--- config.mk ---
export PLATFORM = sky130hd
export DESIGN_NAME = rvx_exec
export DESIGN_NICKNAME = d
export VERILOG_FILES = /design/src/rtl/rvx_pkg.sv /design/src/rtl/rvx_decode.sv /design/src/rtl/rvx_alu.sv /design/src/rtl/rvx_exec.sv
export SDC_FILE = /design/constraint.sdc
export NUM_CORES = 1
export LEC_CHECK = 0
export BUFFER_PORTS_ARGS = -buffer_cell sky130_fd_sc_hd__buf_2
export CAP_MARGIN = 30
export CORE_ASPECT_RATIO = 0.8
export CORE_MARGIN = 4
export CORE_UTILIZATION = 62
export DETAILED_ROUTE_END_ITERATION = 10
export GPL_TIMING_DRIVEN = 0
export MAX_ROUTING_LAYER = met4
export PLACE_DENSITY = 0.95
export REMOVE_ABC_BUFFERS = 1
export SYNTH_ARGS = -nofsm -noshare
export SYNTH_HDL_FRONTEND = slang
export SYNTH_HIERARCHICAL = 1
export SYNTH_SLANG_ARGS = --single-unit
--- constraint.sdc ---
create_clock -name vclk -period 18.4
set_clock_uncertainty 0.1 [all_clocks]
set_input_delay 3.68 -clock vclk [all_inputs]
set_output_delay 3.68 -clock vclk [all_outputs]
set_load 0.05 [all_outputs]
--- src/rtl/rvx_pkg.sv ---
package rvx_pkg;

  localparam logic [6:0] OPC_REG   = 7'h33;
  localparam logic [6:0] OPC_IMM   = 7'h13;
  localparam logic [6:0] OPC_LUI   = 7'h37;
  localparam logic [6:0] OPC_AUIPC = 7'h17;
  localparam logic [6:0] OPC_JAL   = 7'h6F;
  localparam logic [6:0] OPC_JALR  = 7'h67;

  localparam logic [6:0] UPPER_PLAIN = 7'h00;
  localparam logic [6:0] UPPER_ALT   = 7'h20;

  typedef enum logic [3:0] {
    K_ADD, K_SUB, K_SLL, K_SLT, K_SLTU, K_XOR,
    K_SRL, K_SRA, K_OR, K_AND, K_PASSB
  } alu_kind_e;

  typedef enum logic [0:0] {A_RS1, A_PC} asel_e;

  typedef enum logic [1:0] {B_RS2, B_IMMI, B_IMMU, B_FOUR} bsel_e;

  // funct3 meaning shared by register and immediate forms
  function automatic alu_kind_e kind_of_f3(input logic [2:0] f3, input logic alt);
    case (f3)
      3'd0:    return alt ? K_SUB : K_ADD;
      3'd1:    return K_SLL;
      3'd2:    return K_SLT;
      3'd3:    return K_SLTU;
      3'd4:    return K_XOR;
      3'd5:    return alt ? K_SRA : K_SRL;
      3'd6:    return K_OR;
      default: return K_AND;
    endcase
  endfunction

endpackage

--- src/rtl/rvx_decode.sv ---
module rvx_decode
  import rvx_pkg::*;
(
  input  logic [6:0]  opcode,
  input  logic [2:0]  funct3,
  input  logic [6:0]  funct7,
  input  logic [11:0] imm12,
  output alu_kind_e   kind,
  output asel_e       asel,
  output bsel_e       bsel,
  output logic        illegal
);

  logic is_reg, is_imm, is_lui, is_auipc, is_jal, is_jalr, is_none;
  logic [6:0] imm_upper;
  logic reg_f7_ok, imm_shift_ok;

  assign is_reg   = (opcode == OPC_REG);
  assign is_imm   = (opcode == OPC_IMM);
  assign is_lui   = (opcode == OPC_LUI);
  assign is_auipc = (opcode == OPC_AUIPC);
  assign is_jal   = (opcode == OPC_JAL);
  assign is_jalr  = (opcode == OPC_JALR);
  assign is_none  = !(is_reg || is_imm || is_lui || is_auipc || is_jal || is_jalr);

  assign imm_upper = imm12[11:5];

  // register form: plain upper field always, alternate only for sub / arithmetic shift
  assign reg_f7_ok = (funct7 == UPPER_PLAIN) ||
                     ((funct7 == UPPER_ALT) && (funct3 == 3'd0 || funct3 == 3'd5));

  // immediate shifts: left needs plain, right accepts plain or alternate
  assign imm_shift_ok = (funct3 == 3'd1) ? (imm_upper == UPPER_PLAIN) :
                        (funct3 == 3'd5) ? (imm_upper == UPPER_PLAIN || imm_upper == UPPER_ALT) :
                        1'b1;

  always_comb begin
    kind    = K_ADD;
    asel    = A_RS1;
    bsel    = B_RS2;
    illegal = 1'b0;
    if (is_reg) begin
      kind    = kind_of_f3(funct3, funct7 == UPPER_ALT);
      illegal = !reg_f7_ok;
    end else if (is_imm) begin
      bsel    = B_IMMI;
      kind    = kind_of_f3(funct3, (funct3 == 3'd5) && (imm_upper == UPPER_ALT));
      illegal = !imm_shift_ok;
    end else if (is_lui) begin
      kind = K_PASSB;
      bsel = B_IMMU;
    end else if (is_auipc) begin
      asel = A_PC;
      bsel = B_IMMU;
    end else if (is_jal || is_jalr) begin
      asel    = A_PC;
      bsel    = B_FOUR;
      illegal = is_jalr && (funct3 != 3'd0);
    end else begin
      illegal = 1'b1;
    end
  end

  always_comb begin
    p_class_onehot_r10: assert ($onehot({is_reg, is_imm, is_lui, is_auipc, is_jal, is_jalr, is_none}))
      else $error("decode classes not one-hot");
    p_imm_no_sub_r5: assert (!(is_imm && kind == K_SUB))
      else $error("immediate form decoded as subtract");
    p_slli_upper_r6: assert (!(is_imm && funct3 == 3'd1 && imm12[5] && !illegal))
      else $error("left immediate shift with bit 5 accepted");
  end

endmodule

--- src/rtl/rvx_alu.sv ---
module rvx_alu
  import rvx_pkg::*;
#(
  parameter int XLEN = 32
) (
  input  alu_kind_e        kind,
  input  logic [XLEN-1:0]  a,
  input  logic [XLEN-1:0]  b,
  output logic [XLEN-1:0]  y
);

  localparam int SHW = $clog2(XLEN);

  logic [SHW-1:0] shamt;
  assign shamt = b[SHW-1:0];

  function automatic logic [XLEN-1:0] f_shift_right(input logic [XLEN-1:0] v,
                                                    input logic [SHW-1:0] s,
                                                    input logic arith);
    logic [XLEN-1:0] fill;
    fill = {XLEN{arith & v[XLEN-1]}};
    return (v >> s) | ~({XLEN{1'b1}} >> s) & fill;
  endfunction

  function automatic logic f_less(input logic [XLEN-1:0] x,
                                  input logic [XLEN-1:0] z,
                                  input logic signed_cmp);
    logic [XLEN-1:0] bias;
    bias = {signed_cmp, {(XLEN-1){1'b0}}};
    return (x ^ bias) < (z ^ bias);
  endfunction

  always_comb begin
    case (kind)
      K_ADD:   y = a + b;
      K_SUB:   y = a - b;
      K_SLL:   y = a << shamt;
      K_SLT:   y = {{(XLEN-1){1'b0}}, f_less(a, b, 1'b1)};
      K_SLTU:  y = {{(XLEN-1){1'b0}}, f_less(a, b, 1'b0)};
      K_XOR:   y = a ^ b;
      K_SRL:   y = f_shift_right(a, shamt, 1'b0);
      K_SRA:   y = f_shift_right(a, shamt, 1'b1);
      K_OR:    y = a | b;
      K_AND:   y = a & b;
      default: y = b;
    endcase
  end

  always_comb begin
    p_cmp_bit0_r3: assert (!((kind == K_SLT || kind == K_SLTU) && (y[XLEN-1:1] != '0)))
      else $error("compare result wider than one bit");
    p_sra_sign_r4: assert (!(kind == K_SRA && y[XLEN-1] != a[XLEN-1]))
      else $error("arithmetic shift lost sign");
    p_srl_zero_r4: assert (!(kind == K_SRL && shamt != '0 && y[XLEN-1]))
      else $error("logical shift filled with one");
  end

endmodule

--- src/rtl/rvx_exec.sv ---
module rvx_exec
  import rvx_pkg::*;
#(
  parameter int XLEN   = 32,
  parameter int IMM_W  = 12,
  parameter int UIMM_W = 20
) (
  input  logic [6:0]        opcode,
  input  logic [2:0]        funct3,
  input  logic [6:0]        funct7,
  input  logic [IMM_W-1:0]  imm12,
  input  logic [UIMM_W-1:0] imm20,
  input  logic [XLEN-1:0]   rs1_val,
  input  logic [XLEN-1:0]   rs2_val,
  input  logic [XLEN-1:0]   pc,
  output logic [XLEN-1:0]   wb_val,
  output logic              illegal
);

  localparam int ULOW = XLEN - UIMM_W;

  alu_kind_e       kind;
  asel_e           asel;
  bsel_e           bsel;
  logic            dec_illegal;
  logic [XLEN-1:0] op_a, op_b, alu_y;
  logic [XLEN-1:0] imm_i_ext, imm_u_ext;

  rvx_decode u_dec (
    .opcode  (opcode),
    .funct3  (funct3),
    .funct7  (funct7),
    .imm12   (imm12),
    .kind    (kind),
    .asel    (asel),
    .bsel    (bsel),
    .illegal (dec_illegal)
  );

  assign imm_i_ext = {{(XLEN-IMM_W){imm12[IMM_W-1]}}, imm12};
  assign imm_u_ext = {imm20, {ULOW{1'b0}}};

  assign op_a = (asel == A_PC) ? pc : rs1_val;

  always_comb begin
    case (bsel)
      B_RS2:   op_b = rs2_val;
      B_IMMI:  op_b = imm_i_ext;
      B_IMMU:  op_b = imm_u_ext;
      default: op_b = XLEN'(4);
    endcase
  end

  rvx_alu #(.XLEN(XLEN)) u_alu (
    .kind (kind),
    .a    (op_a),
    .b    (op_b),
    .y    (alu_y)
  );

  assign illegal = dec_illegal;
  assign wb_val  = dec_illegal ? '0 : alu_y;

  always_comb begin
    p_illegal_zero_r10: assert (!(illegal && wb_val != '0))
      else $error("illegal encoding left a non-zero result");
    p_lui_low_clear_r7: assert (!(opcode == OPC_LUI && wb_val[ULOW-1:0] != '0))
      else $error("upper immediate low bits not clear");
    p_jal_link_r9: assert (!(opcode == OPC_JAL && wb_val != pc + XLEN'(4)))
      else $error("jump link value wrong");
    p_lui_legal_r10: assert (!(opcode == OPC_LUI && illegal))
      else $error("upper immediate flagged illegal");
  end

endmodule

Word level (Yosys, flattened, before mapping). Cells that the tools add are included. Widths: inputs -> output; s select.

Bits in registers: 0. Output and inout port bits: 33. Logic and storage cells: 85. Input bits: 145.

$lt $le $gt $ge: 2. Shift operators: 3. Mux-type cells: 30. Reductions and logical operators: 15. $add $sub $neg: 2. Equality and inequality tests: 25. Bitwise gates (word level): 8.

Operator list (number): $pmux 32 s10 (1); $pmux 32 s3 (1); $and 32x32->32 (2); $lt 32x32->1 (2); $mux 32 (2); $or 32x32->32 (2); $pmux 4 s7 (2); $add 32x32->32 (1); $not 32->32 (1); $shl 32x5->32 (1); $shr 32x5->32 (1); $shr 32x5->32 const A (1); $sub 32x32->32 (1); $xor 32x32->32 (1); $eq 7x6->1 const B (4); $eq 4x3->1 const B (4); $mux 1 (16); $eq 7x5->1 const B (2); $eq 7x7->1 const B (2); $logic_not 7->1 (2); $mux 4 (3); $mux 2 (5); $eq 3x3->1 const B (3); $eq 4x2->1 const B (2); other kinds (14) (23).

Depth between registers and ports, before layout. Gate-level depths: netlist (run 1).

Depth after elaboration: 15. Gate-level depth with buffers: 24.

By module. The synthesis (run 1) kept the hierarchy.

By module, submodules not included: rvx_alu (seq. area each 0.0 µm², area each 9153.8 µm², instances 1, cells an instance 1336); rvx_exec (seq. area each 0.0 µm², area each 1406.3 µm², instances 1, cells an instance 147); rvx_decode (seq. area each 0.0 µm², area each 319.1 µm², instances 1, cells an instance 50).

Least setup slack after synthesis (run 1). No wires, ideal clock.

Path kind: input-to-output. Start point: input port opcode[5]. End point: output port wb_val[30]. Arrival: 8.579 ns. Required time: 14.620 ns. Setup slack: 6.041 ns. Stages: 23. Cell sequence: buf_4 > nand4b_1 > or2_1 > o21ai_1 > buf_6 > buf_6 > mux2i_1 > nor2_1 > buf_2 > clkinv_1 > buf_2 > clkbuf_1 > fa_1 > nor2b_1 > o211ai_1 > a211o_1 > a311oi_2 > o21bai_1 > and2_4 > or3_1 > a21oi_1 > o32a_2 > nor2b_1.

Word-level cells in the longest chain between the ends: 15.

RTL lines: start: declaration (RTL line rvx_exec.sv:8) `input logic [6:0] opcode,`; $eq 7x7->1 (on tied branches) (RTL line rvx_decode.sv:22, rvx_decode.sv:23); $logic_or 1x1->1 (RTL line rvx_decode.sv:55) `end else if (is_jal || is_jalr) begin`; $mux 2 (RTL line rvx_decode.sv:55); $mux 2 (RTL line rvx_decode.sv:52) `end else if (is_auipc) begin`; $mux 2 (RTL line rvx_decode.sv:49) `end else if (is_lui) begin`; $mux 2 (RTL line rvx_decode.sv:45) `end else if (is_imm) begin`; $mux 2 (*) (RTL line rvx_decode.sv:42) `if (is_reg) begin`; named net bsel[0] (RTL line rvx_exec.sv:24) `bsel_e bsel;`; $eq 2x2->1, or another cell as far along (RTL line rvx_exec.sv:46) `case (bsel)`; $pmux 32 s3 (*) (RTL line rvx_exec.sv:46); named net op_b[1] (RTL line rvx_exec.sv:26) `logic [XLEN-1:0] op_a, op_b, alu_y;`; branches (longest 4 deep; another with $sub 32x32->32); $pmux 32 s10 (*) (RTL line rvx_alu.sv:34) `case (kind)`; named net alu_y[30] (RTL line rvx_exec.sv:26); $mux 32 (*) (RTL line rvx_exec.sv:62) `assign wb_val = dec_illegal ? '0 : alu_y;`; end: declaration (RTL line rvx_exec.sv:16) `output logic [XLEN-1:0] wb_val,`.

Mark *: on every way through the listed nets, which the timed path passes.

Worst setup path in the final report (run 1).
Start point: input port opcode[2]. End point: output port wb_val[29].

The elaborated chain is that of the path after synthesis.

==> impl_metrics.tcl, run 1 <==
set metrics [dict create \
    outcome "finished clean" \
    start_util 0.6299 \
    grt_pass1_wl_mm 72.71 \
    crit_path_start_kind "primary input" \
    die_y_um 126.5 \
    grt_max_degree 43 \
    yosys.area.top_type "ha_1" \
    ant_nets 0 \
    final_hold_viol_count 0 \
    grt_usage 0.4724 \
    slew_violations 0 \
    die-area_um2 19740 \
    drt-initial-drc-count 2664 \
    core_area_um2 17270 \
    slowest_stage "o41ai_2" \
    cp.arrival_ps 11040 \
    viasPerCell 7.521 \
    rows 43 \
    synthCells 1533 \
    gp_congestion 1.129 \
    wl_mm 47.98 \
    synth_cell_types 90 \
    num_vias 13820 \
    startpoint "opcode[2]" \
    min-delay-path-class "in -> out" \
    min_period_ps 14820 \
    path_max_fanout 36 \
    max_clock_freq_mhz 67.47 \
    maxSlewHeadroom 0.2258 \
    drv_cap 0 \
    die_w_um 156.1 \
    routedWlPerCell_um 26.10 \
    min_to "illegal" \
    ctsResizeCount 0 \
    dp_hpwl_mm 37.55 \
    post_cts_buffers 0 \
    hold_buffers 0 \
    synth_area_leaders "ha_1 12%, mux4_2 9.5%, mux2i_1 7.7%" \
    critPathMaxStageDelay_ps 830 \
    final.period_utilization 0.8055 \
    crit_chain "buf_2 > nor3b_1 > nand2b_1 > o21ai_4 > mux2i_1 > nor2_4 > buf_12 > clkinv_1 > buf_12 > ha_1 > nor2_1 > nor2_1 > o41ai_2 > a311oi_2 > o21ai_2 > a21oi_1 > o31ai_1 > mux2i_1 > a32oi_1 > and2b_2 > buf_2" \
    grt.overflow.total 0 \
    yosysMostFrequentCell "nor2_1" \
    cp.required_ps 14620 \
    final_layout_size_suffix_gt1_frac 0.2205 \
    seq_area_frac_synth 0 \
    cp-end-kind "primary output" \
    place_ws_ps 4163 \
    min_delay_path_depth 4 \
    hold_start "funct7[5]" \
    worst_pin_slew_ps 1149 \
    drt_first_pass_iters 8 \
    setup_tns_ps 0 \
    antenna_found_initial 1 \
    setup_viol 0 \
    setup_slack_ps 3579 \
    whs_ps 8063 \
    syn_avg_cell_area_um2 7.097 \
    synth_area_um2 10880 \
    nClkBuffers 0 \
    io_buffer_count 178 \
    grt_setup_unrepaired "no" \
    fin_util 0.6983 \
    drcViolationCount 0 \
    regArea_um2 0 \
    grt_pass1_vias 12740 \
    ios 178 \
    nets 1862 \
    synth_warnings 6 \
    seq_cells 0 \
    crit_type "in -> out" \
    synth.top_cell.area_share 0.1185 \
    area_delta_synth_final_pct 10.86 \
    synthTopCellsByCount "158 x nor2_1, 146 x a21oi_1, 107 x o21ai_0" \
]
-- worst max-delay path: cells and delay by family --
family	cells	cell delay [ps]
mux	2	580
fa+ha+maj	1	330
buf+inv	5	1590
simple gates	6	1720
compound gates	7	3110
-- through the flow --
stage               instance area (um^2)  instances
global placement                   11380       1806
floorplan                          10210       1403
global route                       12060       1836
CTS                                12050       1835
detailed placement                 12050       1835
finish                             12060       1838
-- how the worst max path moves through the flow --
stage                             to  cells past startpoint
final                     wb_val[29]                     21
after detailed placement  wb_val[29]                     21
after floorplan           wb_val[30]                     17
after global placement    wb_val[28]                     19
after global routing      wb_val[29]                     21
after CTS                 wb_val[29]                     21
-- cell families (layout without fill, tap and decap cells) --
kind of cell | count (synthesis) | count (layout) | synth area share
multiplexers | 167 | 167 | 0.2212
XOR/XNOR | 15 | 15 | 0.01208
AO/OA/AOI/OAI | 548 | 548 | 0.3309
buffers and inverters | 226 | 303 | 0.09442
adder cells (fa/ha/maj) | 105 | 105 | 0.1221
AND/OR/NAND/NOR | 472 | 472 | 0.2193
other | 0 | 3 | 0
-- per-layer routing --
layer,up-vias,global-route usage,routed length [um]
li1,5930,-,-
met1,6309,0.6182,17480
met2,1332,0.6749,19390
met3,253,0.1774,8826
met4,0,0.1510,2276
met5,-,-,0
-- cell type report --
type                            instances  area, um^2
Multi-Input combinational cell       1307       10000
Fill cell                            1499        5210
Timing Repair Buffer                  207        1411
Inverter                               96       360.3
Tap cell                              225       281.5
Antenna cell                            3       7.507
-- cells in the final DEF, fill, tap and decap left out, drive strengths merged, types with 9 or more instances in the layout --
master | synthesis | layout
a211oi | 31 | 31
a21oi | 146 | 146
nand3b | 9 | 9
nor4 | 16 | 16
mux2i | 84 | 84
a22oi | 16 | 16
nor2b | 26 | 26
o22ai | 15 | 15
o21ai | 134 | 134
nand3 | 27 | 27
nand4 | 11 | 11
nor3 | 40 | 40
mux2 | 37 | 37
a32oi | 11 | 11
o211ai | 23 | 23
nand2 | 103 | 103
a221oi | 19 | 19
a31oi | 18 | 18
o221ai | 14 | 14
and2b | 24 | 24
o2111ai | 9 | 9
mux4 | 46 | 46
ha | 103 | 103
or2 | 9 | 9
nor2 | 158 | 158
a21o | 17 | 17
o21bai | 12 | 12
xnor2 | 11 | 11
buf | 55 | 207
inv | 94 | 94
nand2b | 14 | 14
==> run 2, diff against run 1 <==
--- a/config.mk
+++ b/config.mk
@@ -9,7 +9,7 @@
 export CAP_MARGIN = 30
 export CORE_ASPECT_RATIO = 0.8
 export CORE_MARGIN = 4
-export CORE_UTILIZATION = 62
+export CORE_UTILIZATION = 61
 export DETAILED_ROUTE_END_ITERATION = 10
 export GPL_TIMING_DRIVEN = 0
 export MAX_ROUTING_LAYER = met4
==> constraint.sdc (replaced) <==
create_clock -name vclk -period 15.5
set_clock_uncertainty 0.1 [all_clocks]
set_input_delay 3.1 -clock vclk [all_inputs]
set_output_delay 3.1 -clock vclk [all_outputs]
set_load 0.05 [all_outputs]
==> run 2 against run 1 <==
Effect of this change: non-clock buffer count rose by 2; die area is 1.5% higher; flip-flop and latch count unchanged; worst hold slack got worse by 1100 ps; via count is 1.1% higher; largest cell class unchanged; utilization fell by 0.38 points.
==> impl_metrics.tcl, run 2 (synthesis results as in run 1) <==
set metrics [dict create \
    nClkBuffers 0 \
    die-area_um2 20050 \
    min-delay-path-class "in -> out" \
    nets 1864 \
    num_vias 13970 \
    final_area_um2 12110 \
    drcViolationCount 0 \
    setup_tns_ps 0 \
    fillers 1503 \
    wl_met3_mm 8.419 \
    drt_first_pass_iters 7 \
    ios 178 \
    dpl_cell_area_um2 12080 \
    grt.overflow.total 0 \
    wl_met2_mm 19.58 \
    fin_util 0.6945 \
    io_buffer_count 178 \
    dp_hpwl_mm 37.86 \
    layout_common_cells "179 x buf_2, 154 x nor2_1, 145 x a21oi_1" \
    post_cts_buffers 0 \
    top_layer "met4" \
    final.period_utilization 0.8846 \
    max_clock_freq_mhz 72.93 \
    grt_setup_unrepaired "no" \
    slew_violations 0 \
    rows 43 \
    final_cells 1840 \
    ant_nets 0 \
    die_w_um 157.3 \
    final_layout_size_suffix_gt1_frac 0.2227 \
    multiInputGateArea_um2 10010 \
    routedWlPerCell_um 26.50 \
    grt_max_degree 47 \
    grt_usage 0.4711 \
    grt_pass1_wl_mm 73.02 \
    seq_cells 0 \
    grt_pass1_vias 12680 \
    final_common_cell "buf_2" \
    setup_viol 0 \
    maxSlewHeadroom 0.2807 \
    worst_pin_slew_ps 1067 \
    die_y_um 127.4 \
    path_max_fanout 36 \
    gp_congestion 1.099 \
    dpl.cell_count 1835 \
    area_delta_synth_final_pct 11.28 \
    viasPerCell 7.594 \
    drv_cap 0 \
    crit_type "in -> out" \
    m1WireLength_mm 18.35 \
    cp-end-kind "primary output" \
    cp.required_ps 12300 \
    hold_buffers 0 \
    crit_path_start_kind "primary input" \
    cp.arrival_ps 10510 \
    core_area_um2 17430 \
    outcome "finished clean" \
    final_hold_viol_count 0 \
    min_period_ps 13710 \
    drt-initial-drc-count 2463 \
    ctsResizeCount 0 \
    start_util 0.6241 \
    wl_mm 48.76 \
    regArea_um2 0 \
    antenna_found_initial 2 \
]
-- run 2: final cells by class --
| type | instances | share of cell area |
|---|---|---|
| multi-input combinational | 1307 | 0.8265 |
| tap | 225 | 0.02325 |
| timing repair buffer | 209 | 0.1198 |
| antenna | 3 | 0.0006201 |
| inverter | 96 | 0.02987 |
-- run 2: stage by stage --
step,hold slack [ps],setup WS [ps]
after global routing,6973,1668
after detailed placement,6918,2255
after global placement,6918,-6739
after CTS,6920,2241
after floorplan,6606,-1215
final,6920,1789
-- run 2: path summary, 6_finish.rpt --
check,startpoint,endpoint,slack (ps),depth (start not counted)
worst min-delay path,opcode[3],illegal,6920,4
worst max-delay path,opcode[2],wb_val[29],1790,21
-- run 2: worst max-delay path, cell delays in order --
cell and delay, ps:
buf_2 140, nor3b_1 270, nand2b_1 230, o21ai_4 600
buf_16 240, mux2i_1 160, nor2_4 630, buf_12 310
clkinv_2 650, ha_1 620, nor2_1 120, nor2_1 80
o41ai_2 840, a311oi_2 330, o21ai_2 380, a21oi_1 170
o31ai_1 770, mux2i_1 170, a32oi_1 240, and2b_2 160
buf_2 250
-- run 2: per-layer routing --
layer,vias to the layer above,track usage
met5,-,-
met3,255,0.1741
li1,5943,-
met2,1300,0.6609
met1,6475,0.6254
met4,0,0.1563
